===== src/rtl/gpio_mux_pkg.sv =====
package gpio_mux_pkg;
    localparam int unsigned ADDR_W    = 5;
    localparam int unsigned NUM_FUNCS = 4;
    localparam int unsigned SEL_W     = $clog2(NUM_FUNCS);

    localparam logic [ADDR_W-1:0] ADR_OWN_SET = 5'h00;
    localparam logic [ADDR_W-1:0] ADR_OWN_CLR = 5'h01;
    localparam logic [ADDR_W-1:0] ADR_OWN_STA = 5'h02;
    localparam logic [ADDR_W-1:0] ADR_OE_SET  = 5'h03;
    localparam logic [ADDR_W-1:0] ADR_OE_CLR  = 5'h04;
    localparam logic [ADDR_W-1:0] ADR_OE_STA  = 5'h05;
    localparam logic [ADDR_W-1:0] ADR_DO_SET  = 5'h06;
    localparam logic [ADDR_W-1:0] ADR_DO_CLR  = 5'h07;
    localparam logic [ADDR_W-1:0] ADR_DO_STA  = 5'h08;
    localparam logic [ADDR_W-1:0] ADR_PU_SET  = 5'h09;
    localparam logic [ADDR_W-1:0] ADR_PU_CLR  = 5'h0A;
    localparam logic [ADDR_W-1:0] ADR_PU_STA  = 5'h0B;
    localparam logic [ADDR_W-1:0] ADR_PD_SET  = 5'h0C;
    localparam logic [ADDR_W-1:0] ADR_PD_CLR  = 5'h0D;
    localparam logic [ADDR_W-1:0] ADR_PD_STA  = 5'h0E;
    localparam logic [ADDR_W-1:0] ADR_OD_SET  = 5'h0F;
    localparam logic [ADDR_W-1:0] ADR_OD_CLR  = 5'h10;
    localparam logic [ADDR_W-1:0] ADR_OD_STA  = 5'h11;
    localparam logic [ADDR_W-1:0] ADR_IE_SET  = 5'h12;
    localparam logic [ADDR_W-1:0] ADR_IE_CLR  = 5'h13;
    localparam logic [ADDR_W-1:0] ADR_IE_STA  = 5'h14;
    localparam logic [ADDR_W-1:0] ADR_SEL_LO  = 5'h15;
    localparam logic [ADDR_W-1:0] ADR_SEL_HI  = 5'h16;
    localparam logic [ADDR_W-1:0] ADR_ST_OFF  = 5'h17;
    localparam logic [ADDR_W-1:0] ADR_LEVEL   = 5'h18;
endpackage


===== src/rtl/gpio_mux_regs.sv =====
module gpio_mux_regs
    import gpio_mux_pkg::*;
#(
    parameter int unsigned NUM_LINES = 32
) (
    input  logic                 clk_i,
    input  logic                 rst_ni,
    input  logic                 wr_i,
    input  logic                 rd_i,
    input  logic [ADDR_W-1:0]    addr_i,
    input  logic [NUM_LINES-1:0] wdata_i,
    input  logic [NUM_LINES-1:0] level_i,
    output logic [NUM_LINES-1:0] own_o,
    output logic [NUM_LINES-1:0] oe_o,
    output logic [NUM_LINES-1:0] dout_o,
    output logic [NUM_LINES-1:0] pu_o,
    output logic [NUM_LINES-1:0] pd_o,
    output logic [NUM_LINES-1:0] od_o,
    output logic [NUM_LINES-1:0] ie_o,
    output logic [NUM_LINES-1:0] sel_lo_o,
    output logic [NUM_LINES-1:0] sel_hi_o,
    output logic [NUM_LINES-1:0] st_off_o,
    output logic [NUM_LINES-1:0] rdata_o
);
    typedef logic [NUM_LINES-1:0] vec_t;

    typedef struct packed {
        vec_t own;
        vec_t oe;
        vec_t dout;
        vec_t pu;
        vec_t pd;
        vec_t od;
        vec_t ie;
        vec_t sel_lo;
        vec_t sel_hi;
        vec_t st_off;
        vec_t rdata;
    } state_t;

    localparam vec_t ONES  = {NUM_LINES{1'b1}};
    localparam vec_t ZEROS = '0;
    localparam state_t RST_STATE = '{
        own: ONES, oe: ZEROS, dout: ZEROS, pu: ONES, pd: ZEROS, od: ZEROS,
        ie: ZEROS, sel_lo: ZEROS, sel_hi: ZEROS, st_off: ZEROS, rdata: ZEROS
    };

    state_t st_d, st_q;
    vec_t   rd_mux;

    always_comb begin
        unique case (addr_i)
            ADR_OWN_STA: rd_mux = st_q.own;
            ADR_OE_STA:  rd_mux = st_q.oe;
            ADR_DO_STA:  rd_mux = st_q.dout;
            ADR_PU_STA:  rd_mux = ~st_q.pu;
            ADR_PD_STA:  rd_mux = st_q.pd;
            ADR_OD_STA:  rd_mux = st_q.od;
            ADR_IE_STA:  rd_mux = st_q.ie;
            ADR_SEL_LO:  rd_mux = st_q.sel_lo;
            ADR_SEL_HI:  rd_mux = st_q.sel_hi;
            ADR_ST_OFF:  rd_mux = st_q.st_off;
            ADR_LEVEL:   rd_mux = level_i;
            default:     rd_mux = '0;
        endcase
    end

    always_comb begin
        st_d = st_q;
        if (rd_i) begin
            st_d.rdata = rd_mux;
        end
        if (wr_i) begin
            unique case (addr_i)
                ADR_OWN_SET: st_d.own  = st_q.own  | wdata_i;
                ADR_OWN_CLR: st_d.own  = st_q.own  & ~wdata_i;
                ADR_OE_SET:  st_d.oe   = st_q.oe   | wdata_i;
                ADR_OE_CLR:  st_d.oe   = st_q.oe   & ~wdata_i;
                ADR_DO_SET:  st_d.dout = st_q.dout | wdata_i;
                ADR_DO_CLR:  st_d.dout = st_q.dout & ~wdata_i;
                ADR_PU_SET: begin
                    st_d.pu = st_q.pu | wdata_i;
                    st_d.pd = st_q.pd & ~wdata_i;
                end
                ADR_PU_CLR:  st_d.pu   = st_q.pu   & ~wdata_i;
                ADR_PD_SET: begin
                    st_d.pd = st_q.pd | wdata_i;
                    st_d.pu = st_q.pu & ~wdata_i;
                end
                ADR_PD_CLR:  st_d.pd     = st_q.pd & ~wdata_i;
                ADR_OD_SET:  st_d.od     = st_q.od | wdata_i;
                ADR_OD_CLR:  st_d.od     = st_q.od & ~wdata_i;
                ADR_IE_SET:  st_d.ie     = st_q.ie | wdata_i;
                ADR_IE_CLR:  st_d.ie     = st_q.ie & ~wdata_i;
                ADR_SEL_LO:  st_d.sel_lo = wdata_i;
                ADR_SEL_HI:  st_d.sel_hi = wdata_i;
                ADR_ST_OFF:  st_d.st_off = wdata_i;
                default: ;
            endcase
        end
    end

    always_ff @(posedge clk_i or negedge rst_ni) begin
        if (!rst_ni) begin
            st_q <= RST_STATE;
        end else begin
            st_q <= st_d;
        end
    end

    assign own_o    = st_q.own;
    assign oe_o     = st_q.oe;
    assign dout_o   = st_q.dout;
    assign pu_o     = st_q.pu;
    assign pd_o     = st_q.pd;
    assign od_o     = st_q.od;
    assign ie_o     = st_q.ie;
    assign sel_lo_o = st_q.sel_lo;
    assign sel_hi_o = st_q.sel_hi;
    assign st_off_o = st_q.st_off;
    assign rdata_o  = st_q.rdata;
endmodule


===== src/rtl/gpio_mux_route.sv =====
module gpio_mux_route
    import gpio_mux_pkg::*;
#(
    parameter int unsigned NUM_LINES = 32
) (
    input  logic [NUM_LINES-1:0]                own_i,
    input  logic [NUM_LINES-1:0]                oe_i,
    input  logic [NUM_LINES-1:0]                dout_i,
    input  logic [NUM_LINES-1:0]                od_i,
    input  logic [NUM_LINES-1:0]                sel_lo_i,
    input  logic [NUM_LINES-1:0]                sel_hi_i,
    input  logic [NUM_FUNCS-1:0][NUM_LINES-1:0] per_out_i,
    input  logic [NUM_FUNCS-1:0][NUM_LINES-1:0] per_oe_i,
    output logic [NUM_LINES-1:0]                pad_out_o,
    output logic [NUM_LINES-1:0]                pad_oe_o
);
    for (genvar i = 0; i < NUM_LINES; i++) begin : g_line
        logic [SEL_W-1:0] sel;
        logic             src_val;
        logic             src_oe;

        assign sel = {sel_hi_i[i], sel_lo_i[i]};

        always_comb begin
            if (own_i[i]) begin
                src_val = dout_i[i];
                src_oe  = oe_i[i];
            end else begin
                src_val = per_out_i[sel][i];
                src_oe  = per_oe_i[sel][i];
            end
            if (od_i[i]) begin
                pad_out_o[i] = 1'b0;
                pad_oe_o[i]  = src_oe & ~src_val;
            end else begin
                pad_out_o[i] = src_val;
                pad_oe_o[i]  = src_oe;
            end
        end
    end
endmodule


===== src/rtl/gpio_mux_sync.sv =====
module gpio_mux_sync #(
    parameter int unsigned NUM_LINES = 32,
    parameter int unsigned STAGES    = 2
) (
    input  logic                 clk_i,
    input  logic                 rst_ni,
    input  logic [NUM_LINES-1:0] pad_i,
    output logic [NUM_LINES-1:0] level_o
);
    typedef struct packed {
        logic [STAGES-1:0][NUM_LINES-1:0] stg;
        logic [NUM_LINES-1:0]             lvl;
    } sync_t;

    sync_t sy_d, sy_q;

    always_comb begin
        sy_d        = sy_q;
        sy_d.stg[0] = pad_i;
        for (int s = 1; s < STAGES; s++) begin
            sy_d.stg[s] = sy_q.stg[s-1];
        end
        sy_d.lvl = sy_q.stg[STAGES-1];
    end

    always_ff @(posedge clk_i or negedge rst_ni) begin
        if (!rst_ni) begin
            sy_q <= '0;
        end else begin
            sy_q <= sy_d;
        end
    end

    assign level_o = sy_q.lvl;
endmodule


===== src/rtl/gpio_mux_bank.sv =====
module gpio_mux_bank
    import gpio_mux_pkg::*;
#(
    parameter int unsigned NUM_LINES   = 32,
    parameter int unsigned SYNC_STAGES = 2
) (
    input  logic                                clk_i,
    input  logic                                rst_ni,
    input  logic                                bus_wr_i,
    input  logic                                bus_rd_i,
    input  logic [ADDR_W-1:0]                   bus_addr_i,
    input  logic [NUM_LINES-1:0]                bus_wdata_i,
    output logic [NUM_LINES-1:0]                bus_rdata_o,
    input  logic [NUM_FUNCS-1:0][NUM_LINES-1:0] per_out_i,
    input  logic [NUM_FUNCS-1:0][NUM_LINES-1:0] per_oe_i,
    input  logic [NUM_LINES-1:0]                pad_in_i,
    output logic [NUM_LINES-1:0]                pad_out_o,
    output logic [NUM_LINES-1:0]                pad_oe_o,
    output logic [NUM_LINES-1:0]                pad_pu_o,
    output logic [NUM_LINES-1:0]                pad_pd_o,
    output logic [NUM_LINES-1:0]                pad_st_off_o,
    output logic [NUM_LINES-1:0]                irq_en_o
);
    logic [NUM_LINES-1:0] own_w, oe_w, dout_w, od_w, sel_lo_w, sel_hi_w, level_w;

    gpio_mux_sync #(.NUM_LINES(NUM_LINES), .STAGES(SYNC_STAGES)) u_sync (
        .clk_i   (clk_i),
        .rst_ni  (rst_ni),
        .pad_i   (pad_in_i),
        .level_o (level_w)
    );

    gpio_mux_regs #(.NUM_LINES(NUM_LINES)) u_regs (
        .clk_i    (clk_i),
        .rst_ni   (rst_ni),
        .wr_i     (bus_wr_i),
        .rd_i     (bus_rd_i),
        .addr_i   (bus_addr_i),
        .wdata_i  (bus_wdata_i),
        .level_i  (level_w),
        .own_o    (own_w),
        .oe_o     (oe_w),
        .dout_o   (dout_w),
        .pu_o     (pad_pu_o),
        .pd_o     (pad_pd_o),
        .od_o     (od_w),
        .ie_o     (irq_en_o),
        .sel_lo_o (sel_lo_w),
        .sel_hi_o (sel_hi_w),
        .st_off_o (pad_st_off_o),
        .rdata_o  (bus_rdata_o)
    );

    gpio_mux_route #(.NUM_LINES(NUM_LINES)) u_route (
        .own_i     (own_w),
        .oe_i      (oe_w),
        .dout_i    (dout_w),
        .od_i      (od_w),
        .sel_lo_i  (sel_lo_w),
        .sel_hi_i  (sel_hi_w),
        .per_out_i (per_out_i),
        .per_oe_i  (per_oe_i),
        .pad_out_o (pad_out_o),
        .pad_oe_o  (pad_oe_o)
    );
endmodule


===== config.mk =====
export PLATFORM = sky130hd
export DESIGN_NAME = gpio_mux_bank
export DESIGN_NICKNAME = d
export VERILOG_FILES = /design/src/rtl/gpio_mux_pkg.sv /design/src/rtl/gpio_mux_regs.sv /design/src/rtl/gpio_mux_route.sv /design/src/rtl/gpio_mux_sync.sv /design/src/rtl/gpio_mux_bank.sv
export SDC_FILE = /design/constraint.sdc
export NUM_CORES = 1
export LEC_CHECK = 0
export ABC_CLOCK_PERIOD_IN_PS = 1700
export BUFFER_PORTS_ARGS = -buffer_cell sky130_fd_sc_hd__buf_2
export CAP_MARGIN = 25
export CORE_MARGIN = 3
export CORE_UTILIZATION = 41
export DETAILED_ROUTE_END_ITERATION = 6
export PLACE_DENSITY = 0.67
export SYNTH_ARGS = -nofsm -noshare
export SYNTH_HDL_FRONTEND = slang
export SYNTH_SLANG_ARGS = --single-unit

===== constraint.sdc =====
create_clock -name clk_i -period 1.7 [get_ports clk_i]
set_clock_uncertainty 0.15 [all_clocks]
set_input_delay 0.425 -clock clk_i [delete_from_list [all_inputs] [get_ports clk_i]]
set_output_delay 0.425 -clock clk_i [all_outputs]
set_load 0.02 [all_outputs]

# After elaboration in Yosys (flattened, before gate mapping)
# Cells that the tools add are included.
[op_classes]
n_lt_le_gt_ge = 32
eq_ne = 24
muxes = 264
bitwise_logic = 80
reduce_logical = 20
[op_table]
columns = ["cell", "n"]
rows = [
  ["$bmux 32 s2", 64],
  ["$pmux 32 s2", 7],
  ["$pmux 32 s11", 1],
  ["$and 32x32->32", 7],
  ["$or 32x32->32", 7],
  ["$mux 1", 130],
  ["$lt 2x3->1 const B", 32],
  ["$mux 32", 2],
  ["$not 32->32", 2],
  ["$mux 31", 2],
  ["$mux 30", 2],
  ["$mux 29", 2],
  ["$mux 28", 2],
  ["$mux 27", 2],
  ["$mux 26", 2],
  ["$mux 25", 2],
  ["$mux 24", 2],
  ["$mux 23", 2],
  ["$eq 5x5->1 const B", 9],
  ["$mux 22", 2],
  ["$mux 21", 2],
  ["$eq 5x4->1 const B", 8],
  ["$mux 20", 2],
  ["$mux 19", 2],
  ["other kinds (26)", 125],
]
[word_totals]
ff_bits = 448
in_bits = 329
output_inout_bits = 224
elab_cells = 434

# Longest topological paths before layout
# Gate-level depths: netlist (run 1).
[logic_depth]
depth_word = 6
mapped_depth = 8
ltp_nobuf = 5

# Cells and area by module
# From an unflattened synthesis (run 1), not the netlist that was laid out.
[hier_totals]
cells_unflattened = 2001
area_unflattened_um2 = 21668.3
[modules_own_cells]
columns = ["module", "instances", "cells_each", "area_each_um2", "seq_area_each_um2"]
rows = [
  ["gpio_mux_regs", 1, 1483, 16255.6, 8888.5],
  ["gpio_mux_route", 1, 422, 3010.4, 0.0],
  ["gpio_mux_sync", 1, 96, 2402.3, 2402.3],
]

# Least setup slack after synthesis (run 1)
# Ideal clock, no wire load.
[synth_timing]
path_kind = "input-to-reg"
from = "input port bus_addr_i[3]"
to = "register u_regs.st_q, in the netlist u_regs.sel_lo_o[10]"
setup_ns = 0.128
arrival_ns = 1.896
required_time_ns = 1.422
path_slack_ns = -0.473
stages = 7
n_path_buf = 3
path_cell_list = "buf_2 > or3b_4 > nor2_2 > and2_1 > buf_2 > buf_4 > mux2_1"
[synth_via]
elab_chain_len = 2
[synth_lines]
columns = ["item", "line_no", "rtl"]
rows = [
  ["start: declaration", "gpio_mux_bank.sv:11", "input logic [ADDR_W-1:0] bus_addr_i,"],
  ["$eq 5x5->1", "gpio_mux_regs.sv:74", "unique case (addr_i)"],
  ["$reduce_and 2->1 (no source line)", "n/a", ""],
  ["end signal: assignment", "gpio_mux_regs.sv:107", "st_q <= st_d;"],
  ["end: declaration", "gpio_mux_regs.sv:48", "state_t st_d, st_q;"],
]
# Every way passes these cells.
# A chain may end at the register's enable or synchronous reset.

# Final worst setup path (run 1)
[layout_timing]
from = "register u_regs.st_q, in the netlist u_regs.sel_lo_o[14]"
to = "output port pad_out_o[14]"
[layout_via]
elab_chain_len = 4
[layout_lines]
columns = ["item", "line_no", "rtl"]
rows = [
  ["$bmux 32 s2", "gpio_mux_route.sv:29", "src_val = per_out_i[sel][i];"],
  ["$mux 15 (implied by the code)", "gpio_mux_route.sv:29", ""],
  ["$mux 1", "gpio_mux_route.sv:25", "if (own_i[i]) begin"],
  ["$mux 1", "gpio_mux_route.sv:32", "if (od_i[i]) begin"],
  ["end: declaration", "gpio_mux_bank.sv:17", "output logic [NUM_LINES-1:0] pad_out_o,"],
]
# Every way passes these cells. The select of a mux whose other input is x is not followed.

==> out/metrics.yaml, run 1 <==
clock_path_buffers: 3
ant_nets: 0
p_int_uw: 27200
dieHeight_um: 233
core-area_sq_mm: 0.0505
h-tree-depth: 2
clockRootBuffer: "clkbuf_16"
r2r_end: "u_regs.rdata_o[14]"
grt_antenna_before_repair: 10
final_common_cell: "buf_4"
via_per_inst: 6.26
worst_skew_pair.late_latency_ps: 590
design_area_sq_mm: 0.0331
ys_seq_elements: 448
syn_inst: 1748
pre_cts_ws_ps: -622
grt_pass1_wl_um: 136000
path_class: "reg2out"
async_reset_ff_share_pct: 100
min-delay-start: "bus_wdata_i[27]"
status: "complete, but fails checks"
nets: 3009
placed_cell_area_sq_mm: 0.0281
drt_first_pass_iters: 7
cp.required_ps: 1120
design_power_total_uw: 40800
final_cell_mix: "buf_4 (409), dfrtp_1 (381), buf_2 (324)"
crit_fanout: 2
power_density_mw_per_mm2: 1230
track_usage_pct: 33.8
combPwrFrac_pct: 35.6
crit_start: "u_regs.sel_lo_o[14]"
place.gp.congestion: 0.911
overflow: 0
ir_worst_vdd_mv: 1.03
fin_ws_ps: -1030
period_minus_slack_ps: 2730
final.period_utilization_pct: 160
r2r.worst_path.cells: 6
reg2reg_from: "u_regs.sel_lo_o[14]"
routed_wl_um: 95500
clk_pin_slew_worst_paths_ps: 60
cts_made_buffers: 48
crit_arrival_ps: 2150
place_hpwl_um: 64600
sw_frac_of_total_pct: 33.2
post-route-util_pct: 65.5
cts_sinks: 448
ys_seq_area_share_pct: 53.7
setup_tns_ps: -66410
fmax_ghz: 0.367
rsz0062_at_grt: "yes"
grt_max_degree: 67
synth_nets: 2077
drc: 24
hold_viol: 0
area_growth_pct: 57.2
cts_tree: "yes"
synth.avg_cell_area_sq_um: 12.0
synthDistinctLibCells: 64
syn_area_sq_mm: 0.0210
yosysWarnings: 0
dieArea_sq_mm: 0.0541
p_sw_uw: 13600
io_pins: 553
start_util_pct: 41.7
drv_slew: 0
routedWlPerCell_um: 28.1
r2r_setup_slack_ps: -100
end_kind: "output port"
power_frac_clock_pct: 26.7
vias: 21273
whs_path_depth: 2
violations: "DRC, setup timing"
drive_above_1_share_pct: 57.6
relSlewSlack_pct: 58.2
hold_class: "in2reg"
power_frac_seq_pct: 37.7
ys.flop_type: "dfrtp_1"
die_x_um: 233
worstMarginPinSlew_ps: 625
grt_pass1_vias: 21316
p_leak_uw: 0.0147
finalSetupViolations: 186
drt_iter0_drc: 2438
synth_edf_count: 0
io_buffers: 552
crit_path_start_kind: "flop"
drv_cap: 0
rows: 82
-- power groups by stage --
stage | registers [uW] | logic, uW | clock network [uW]
6_report | 15400 | 14500 | 10900
5_1_grt | 15500 | 15300 | 11400
4_1_cts | 15200 | 14000 | 10900
3_5_place_dp | 15400 | 10900 | 0
3_3_place_gp | 15300 | 10600 | 0
2_1_floorplan | 15600 | 5710 | 0
-- cells in the mapped netlist (all sizes together) (2+ instances only) --
| cell type | n | area (sq um) |
|---|---|---|
| dfrtp | 384 | 9610 |
| a21oi | 284 | 1430 |
| a31oi | 244 | 1530 |
| mux2 | 138 | 1550 |
| clkbuf | 100 | 375 |
| buf | 88 | 553 |
| dfstp | 64 | 1680 |
| mux4 | 64 | 1440 |
| nor2b | 48 | 300 |
| a22oi | 47 | 358 |
| a221oi | 46 | 403 |
| mux2i | 35 | 350 |
| nand2 | 29 | 109 |
| a22o | 27 | 236 |
| nor2 | 27 | 119 |
| nor3 | 14 | 106 |
| a222oi | 13 | 130 |
| o22ai | 11 | 68.8 |
| o22a | 9 | 78.8 |
| nand3 | 7 | 35.0 |
| a211oi | 6 | 57.6 |
| and3 | 6 | 37.5 |
| o2bb2ai | 5 | 43.8 |
| a2bb2oi | 4 | 35.0 |
| inv | 4 | 15.0 |
| nor4 | 4 | 46.3 |
| o2111ai | 4 | 35.0 |
| and2 | 3 | 18.8 |
| o211ai | 3 | 22.5 |
| or3b | 3 | 28.8 |
| a2111oi | 2 | 17.5 |
| a311oi | 2 | 35.0 |
| a41oi | 2 | 32.5 |
| and2b | 2 | 15.0 |
| nand2b | 2 | 12.5 |
| nand3b | 2 | 15.0 |
| nand4 | 2 | 12.5 |
| o21ai | 2 | 10.0 |
| or3 | 2 | 12.5 |
-- critical path, cell delays in order (launching register included) --
cell and delay, ps:
dfrtp_2 420, mux4_2 550, mux2_4 310, nor2b_4 130, buf_6 140
-- worst max path at each step --
stage / slack, ps / endpoint / cells past startpoint
finish: -1030 / pad_out_o[14] / 4
CTS: -1020 / pad_out_o[30] / 4
global placement: -620 / u_regs.rdata_o[10] / 6
global route: -1070 / pad_oe_o[14] / 4
detailed placement: -620 / u_regs.rdata_o[23] / 7
floorplan: -330 / u_regs.sel_lo_o[12] / 7
-- area by class of cell --
type                            count  area, sq um
Clock buffer                       68         1410
Inverter                            4         15.0
Fill cell                        3673        17400
Timing Repair Buffer             1070         9040
Multi-Input combinational cell   1108        10200
Tap cell                          672          841
Sequential cell                   448        11300
Clock inverter                     20          224
Antenna cell                        8         20.0
-- per-layer routing --
layer,track usage (%),share of wire [%],vias to the layer above
met4,17.0,5.9,6
met1,42.5,37,10529
met2,54.9,47,1630
met5,0,0.039,-
met3,7.86,11,384
li1,-,-,8724
-- timing repair --
item                       in CTS  in global routing
buffers inserted              143                 31
pin swaps                       3                 11
gates resized for setup       477                 30
cloned                          0                  1
setup endpoints to repair     234                297
hold buffers                   33                  0
hold endpoints to repair      182                  0
-- cell families after synthesis --
kind of cell	share of synthesized area (%)
AO/OA/AOI/OAI	21.7
XOR/XNOR	0.0833
buffers and inverters	4.48
flip-flops	53.7
multiplexers	15.9
AND/OR/NAND/NOR	4.17
-- through the flow --
stage	hold WS, ps	cells
floorplan	-20.6	1748
global placement	165	3094
detailed placement	170	3094
CTS	51.0	3358
global route	81.4	3395
finish	76.7	3398
(Power assumes the default switching activity.)
==> run 2, diff against run 1 <==
--- a/config.mk
+++ b/config.mk
@@ -10,6 +10,7 @@
 export CAP_MARGIN = 25
 export CORE_MARGIN = 3
 export CORE_UTILIZATION = 41
+export CTS_BUF_LIST = sky130_fd_sc_hd__clkbuf_8
 export DETAILED_ROUTE_END_ITERATION = 6
 export PLACE_DENSITY = 0.67
 export SYNTH_ARGS = -nofsm -noshare
==> constraint.sdc (replaced) <==
create_clock -name clk_i -period 1.7 [get_ports clk_i]
set_clock_uncertainty 0.15 [all_clocks]
set_input_delay 0.425 -clock clk_i [delete_from_list [all_inputs] [get_ports clk_i]]
set_output_delay 0.425 -clock clk_i [all_outputs]
set_load 0.1 [all_outputs]
==> run 2 against run 1 <==
  * Highest routed layer unchanged
  * Sequential share of layout area decreased by 2.6 points
  * Largest power group is now combinational logic
  * The run ends with setup timing left
  * Fmax decreased by 6.7%
  * Total power increased by 26%
  * Combinational power increased by 82%
  * First-iteration DRC count increased by 0.78%
  * Via count increased by 2.3%
==> out/metrics.yaml, run 2 (synthesis gave the netlist of run 1 again) <==
status: "complete, but fails checks"  # unchanged
violations: "setup timing"  # was DRC, setup timing
drv_cap: 0  # unchanged
routed_wl_um: 98500  # was 95,500 um
p_sw_uw: 22400  # was 13,600 uW
cts_made_buffers: 77  # was 48
power_frac_seq_pct: 29.5  # was 37.7%
drt_first_pass_iters: 6  # was 7
fin_ws_ps: -1220  # was -1030 ps
io_buffers: 552  # unchanged
end_kind: "output port"  # unchanged
core-area_sq_mm: 0.0505  # unchanged
relSlewSlack_pct: 66.6  # was 58.2%
grt_max_degree: 83  # was 67
combPwrFrac_pct: 51.5  # was 35.6%
path_class: "reg2out"  # unchanged
worst_skew_pair.late_latency_ps: 680  # was 590 ps
clockRootBuffer: "clkbuf_8"  # was clkbuf_16
placed_cell_area_sq_mm: 0.0316  # was 0.0281 sq mm
crit_path_start_kind: "flop"  # unchanged
final_cells: 3507  # was 3,398
drive_above_1_share_pct: 61.8  # was 57.6%
place.gp.congestion: 0.905  # was 0.911
sw_frac_of_total_pct: 43.7  # was 33.2%
ant_nets: 0  # unchanged
cts_sinks: 448  # unchanged
place_hpwl_um: 67800  # was 64,600 um
final.period_utilization_pct: 172  # was 160%
cts_tree: "yes"  # unchanged
fmax_ghz: 0.342  # was 0.367 GHz
dieArea_sq_mm: 0.0541  # unchanged
drc: 0  # was 24
grt_pass1_vias: 22790  # was 21,316
power_density_mw_per_mm2: 1430  # was 1230 mW/mm^2
vias: 21754  # was 21,273
track_usage_pct: 35.6  # was 33.8%
nets: 3093  # was 3,009
rows: 82  # unchanged
start_util_pct: 41.7  # unchanged
dieHeight_um: 233  # unchanged
p_int_uw: 28900  # was 27,200 uW
ir_worst_vdd_mv: 1.10  # was 1.03 mV
period_minus_slack_ps: 2920  # was 2730 ps
hold_class: "in2reg"  # unchanged
hold_viol: 0  # unchanged
drt_iter0_drc: 2457  # was 2,438
area_growth_pct: 70.9  # was 57.2%
worstMarginPinSlew_ps: 501  # was 625 ps
h-tree-depth: 3  # was 2
final_cell_mix: "buf_4 (427), dfrtp_1 (330), buf_2 (326)"  # was buf_4 (409), dfrtp_1 (381), buf_2 (324)
via_per_inst: 6.20  # was 6.26
finalSetupViolations: 224  # was 186
io_pins: 553  # unchanged
clk_pin_slew_worst_paths_ps: 60  # about the same
cp.required_ps: 1120  # about the same
final_common_cell: "buf_4"  # unchanged
crit_fanout: 2  # unchanged
rsz0062_at_grt: "yes"  # unchanged
power_frac_clock_pct: 19.0  # was 26.7%
drv_slew: 0  # unchanged
dp_cells: 3138  # was 3,094
design_area_sq_mm: 0.0360  # was 0.0331 sq mm
grt_antenna_before_repair: 6  # was 10
routedWlPerCell_um: 28.1  # about the same
clock_path_buffers: 3  # unchanged
crit_arrival_ps: 2350  # was 2150 ps
design_power_total_uw: 51300  # was 40,800 uW
p_leak_uw: 0.0158  # was 0.0147 uW
die_x_um: 233  # unchanged
grt_pass1_wl_um: 142000  # was 136,000 um
overflow: 0  # unchanged
[run 2: cell type report]
class                   count  area, sq um
repair buffers           1125        11500
inverters                   4         21.3
diodes                      8         20.0
clock buffers              94         1290
flip-flops and latches    448        11400
fillers                  3335        14500
well taps                 672          841
clock inverters            48          226
multi-input cells        1108        10700
[run 2: stage by stage]
step | utilization, % | worst slack (ps) | hold WS (ps) | setup TNS [ps]
2_1_floorplan | - | -624 | -20.6 | -78820
3_3_place_gp | 62.6 | -650 | 109 | -199020
3_5_place_dp | 62.6 | -662 | 109 | -209040
4_1_cts | 70.6 | -1200 | 2.00 | -107780
5_1_grt | 71.2 | -1260 | 31.5 | -113070
6_report | 71.2 | -1220 | 41.4 | -101410
[run 2: worst paths after layout]
check / endpoint / cells after the start / slack, ps / start
max: pad_oe_o[7] / 4 / -1220 / u_regs.sel_lo_o[7]
min: flop / 2 / 40 / bus_wdata_i[25]
max reg2reg: u_regs.rdata_o[5] / 5 / 0 / u_regs.sel_lo_o[5]
min reg2reg: u_sync.sy_d[1] / 0 / 180 / u_sync.sy_d[65]
max in group asynchronous: u_sync.sy_d[4] / 3 / 520 / rst_ni
min in group asynchronous: u_sync.level_o[7] / 3 / 210 / rst_ni
[run 2: power by group through the flow]
| stage | Combinational [uW] | Sequential, uW | Clock [uW] |
|---|---|---|---|
| finish | 26400 | 15100 | 9750 |
| global route | 27200 | 15200 | 10300 |
| CTS | 26000 | 15000 | 9800 |
| detailed placement | 23300 | 15200 | 0 |
| global placement | 23000 | 15200 | 0 |
| floorplan | 9220 | 20200 | 0 |
[run 2: critical path, stage by stage, from the launching register on]
cell	delay [ps]
dfrtp_1	430
mux4_2	540
mux2_4	320
a21oi_4	170
buf_12	190
[run 2: what timing repair did]
action	CTS	global route
hold buffers	63	0
endpoints found under the hold margin	560	0
pin swaps	4	21
endpoints found under the setup margin	226	238
setup buffers	141	18
gates resized for setup	247	34
[run 2: metal layers]
| metal | track usage (%) | up-vias | wire [um] | part of all wire (%) |
|---|---|---|---|---|
| met5 | 0 | - | 15 | 0.015 |
| met4 | 20.4 | 2 | 6500 | 6.6 |
| met3 | 10.0 | 445 | 9940 | 10 |
| met2 | 57.6 | 1595 | 46600 | 47 |
| met1 | 42.7 | 10813 | 35400 | 36 |
| li1 | - | 8899 | - | - |
==> run 3, diff against run 2 <==
--- a/config.mk
+++ b/config.mk
@@ -8,6 +8,7 @@
 export ABC_CLOCK_PERIOD_IN_PS = 1700
 export BUFFER_PORTS_ARGS = -buffer_cell sky130_fd_sc_hd__buf_2
 export CAP_MARGIN = 25
+export CORE_ASPECT_RATIO = 1.25
 export CORE_MARGIN = 3
 export CORE_UTILIZATION = 41
 export CTS_BUF_LIST = sky130_fd_sc_hd__clkbuf_8
==> run 3 against run 2 <==
  * The run still ends with setup timing left
  * Core utilization is 0.25 points lower
  * Via count is 1.1% lower
  * Global-route usage decreased by 0.58 points
  * Die area is essentially flat
  * Total power up 0.91%
  * Sequential cell count stayed put
  * Register-to-register slack got worse by 60 ps
==> out/metrics.yaml, run 3 (synthesis gave the netlist of run 1 again) <==
p_leak_uw: 0.0158  # about the same
rsz0062_at_grt: "yes"  # unchanged
end_kind: "output port"  # unchanged
design_area_sq_mm: 0.0360  # about the same
crit_path_start_kind: "flop"  # unchanged
grt_pass1_vias: 22878  # was 22,790
r2r_setup_slack_ps: -60  # was 0 ps
worstMarginPinSlew_ps: 727  # was 501 ps
dieHeight_um: 259  # was 233 um
area_growth_pct: 70.9  # about the same
cts_sinks: 448  # unchanged
track_usage_pct: 35.0  # was 35.6%
io_buffers: 552  # unchanged
placed_cell_area_sq_mm: 0.0314  # was 0.0316 sq mm
routedWlPerCell_um: 28.5  # was 28.1 um
clk_pin_slew_worst_paths_ps: 60  # about the same
power_frac_seq_pct: 29.3  # was 29.5%
cts_made_buffers: 73  # was 77
h-tree-depth: 3  # unchanged
path_class: "reg2out"  # unchanged
core-area_sq_mm: 0.0506  # was 0.0505 sq mm
drive_above_1_share_pct: 62.5  # was 61.8%
whs_path_depth: 2  # unchanged
grt_pass1_wl_um: 142000  # about the same
p_sw_uw: 22400  # about the same
period_minus_slack_ps: 2920  # about the same
vias: 21517  # was 21,754
finalSetupViolations: 228  # was 224
clockRootBuffer: "clkbuf_8"  # unchanged
rows: 92  # was 82
combPwrFrac_pct: 50.9  # was 51.5%
final_common_cell: "buf_4"  # unchanged
min-delay-start: "bus_wdata_i[12]"  # was bus_wdata_i[25]
drc: 0  # unchanged
overflow: 0  # unchanged
status: "complete, but fails checks"  # unchanged
cts_tree: "yes"  # unchanged
fmax_ghz: 0.342  # about the same
drv_slew: 0  # unchanged
r2r_end: "u_regs.rdata_o[2]"  # was u_regs.rdata_o[5]
nets: 3088  # was 3,093
place_hpwl_um: 68000  # was 67,800 um
setup_tns_ps: -99080  # was -101,410 ps
place.gp.congestion: 0.925  # was 0.905
io_pins: 553  # unchanged
reg2reg_from: "u_regs.sel_lo_o[2]"  # was u_regs.sel_lo_o[5]
routed_wl_um: 99200  # was 98,500 um
grt_max_degree: 66  # was 83
power_frac_clock_pct: 19.8  # was 19.0%
p_int_uw: 29400  # was 28,900 uW
start_util_pct: 41.5  # was 41.7%
r2r.worst_path.cells: 5  # unchanged
drv_cap: 0  # unchanged
drt_iter0_drc: 2205  # was 2,457
final.period_utilization_pct: 172  # about the same
hold_viol: 0  # unchanged
ant_nets: 0  # unchanged
drt_first_pass_iters: 6  # unchanged
fill_cells: 3336  # was 3,335
cp.required_ps: 1120  # about the same
die_x_um: 209  # was 233 um
via_per_inst: 6.18  # was 6.20
pre_cts_ws_ps: -715  # was -662 ps
ir_worst_vdd_mv: 1.49  # was 1.10 mV
violations: "setup timing"  # unchanged
worst_skew_pair.late_latency_ps: 670  # was 680 ps
relSlewSlack_pct: 51.4  # was 66.6%
clock_path_buffers: 3  # unchanged
final_cell_mix: "buf_4 (440), dfrtp_1 (334), buf_2 (326)"  # was buf_4 (427), dfrtp_1 (330), buf_2 (326)
sw_frac_of_total_pct: 43.2  # was 43.7%
fin_ws_ps: -1220  # about the same
dieArea_sq_mm: 0.0541  # about the same
hold_class: "in2reg"  # unchanged
crit_fanout: 2  # unchanged
crit_arrival_ps: 2350  # about the same
power_density_mw_per_mm2: 1440  # was 1430 mW/mm^2
grt_antenna_before_repair: 4  # was 6
[run 3: cell count changes in the layout (fill, tap and decap cells not counted), sizes merged]
cell	before	now
diode	8	1
dlygate4sd3	63	49
clkinv	9	5
buf	1061	1070
bufinv	0	4
clkbuf	95	99
inv	40	34
[run 3: area by class of cell]
cell class                 instances  area, sq um  share of cell area (%)
antenna                            1         2.50                 0.00696
clock buffer                      94         1290                    3.60
clock inverter                    42          297                   0.825
inverter                           4         21.3                  0.0592
multi-input combinational       1108        10700                    29.8
sequential                       448        11400                    31.6
tap                              658          823                    2.29
timing repair buffer            1124        11500                    31.9
[run 3: layer usage]
layer / share of wire, % / vias up / track usage, %
met5: 0.027 / - / 0
met4: 6.8 / 4 / 20.7
met3: 9.0 / 401 / 8.52
met2: 49 / 1482 / 58.5
met1: 36 / 10749 / 41.2
li1: - / 8881 / -
[run 3: worst max-delay path by stage]
stage / from / endpoint / slack (ps) / cells past startpoint
6_report: u_regs.sel_lo_o[3] / pad_oe_o[3] / -1220 / 4
5_1_grt: u_regs.sel_lo_o[11] / pad_oe_o[11] / -1230 / 4
4_1_cts: u_regs.sel_lo_o[10] / pad_oe_o[10] / -1240 / 4
3_5_place_dp: per_out_i[106] / pad_out_o[10] / -710 / 5
3_3_place_gp: per_out_i[106] / pad_out_o[10] / -700 / 5
2_1_floorplan: u_regs.sel_lo_o[0] / pad_oe_o[0] / -620 / 3
[run 3: worst max-delay path, cell delays in order (launching register included)]
cell and delay [ps]:
dfrtp_1 420, mux4_2 570, mux2_4 310, a21oi_4 180, buf_12 200
[run 3: through the flow]
stage          util (%)  power (uW)  hold slack (ps)  std cells
2_1_floorplan         -       29400            -20.6       1748
3_3_place_gp       62.0       38100              182       3136
3_5_place_dp       62.0       38600              185       3136
4_1_cts            70.0       51200             1.61       3454
5_1_grt            71.0       53100             41.4       3479
6_report           71.0       51700             44.0       3479
[run 3: power groups by stage]
| stage | Sequential, uW | Combinational, uW | Clock, uW |
|---|---|---|---|
| 2_1_floorplan | 20200 | 9220 | 0 |
| 3_3_place_gp | 15200 | 22900 | 0 |
| 3_5_place_dp | 15300 | 23300 | 0 |
| 4_1_cts | 15000 | 25900 | 10200 |
| 5_1_grt | 15300 | 27100 | 10800 |
| 6_report | 15200 | 26300 | 10200 |
[run 3: timing repair]
| item | in CTS | in global routing |
|---|---|---|
| hold buffers | 49 | 0 |
| endpoints found under the setup margin | 229 | 304 |
| gates resized for setup | 267 | 53 |
| endpoints found under the hold margin | 498 | 0 |
| pin swaps | 10 | 24 |
| buffers inserted | 136 | 22 |
| gates cloned | 0 | 5 |
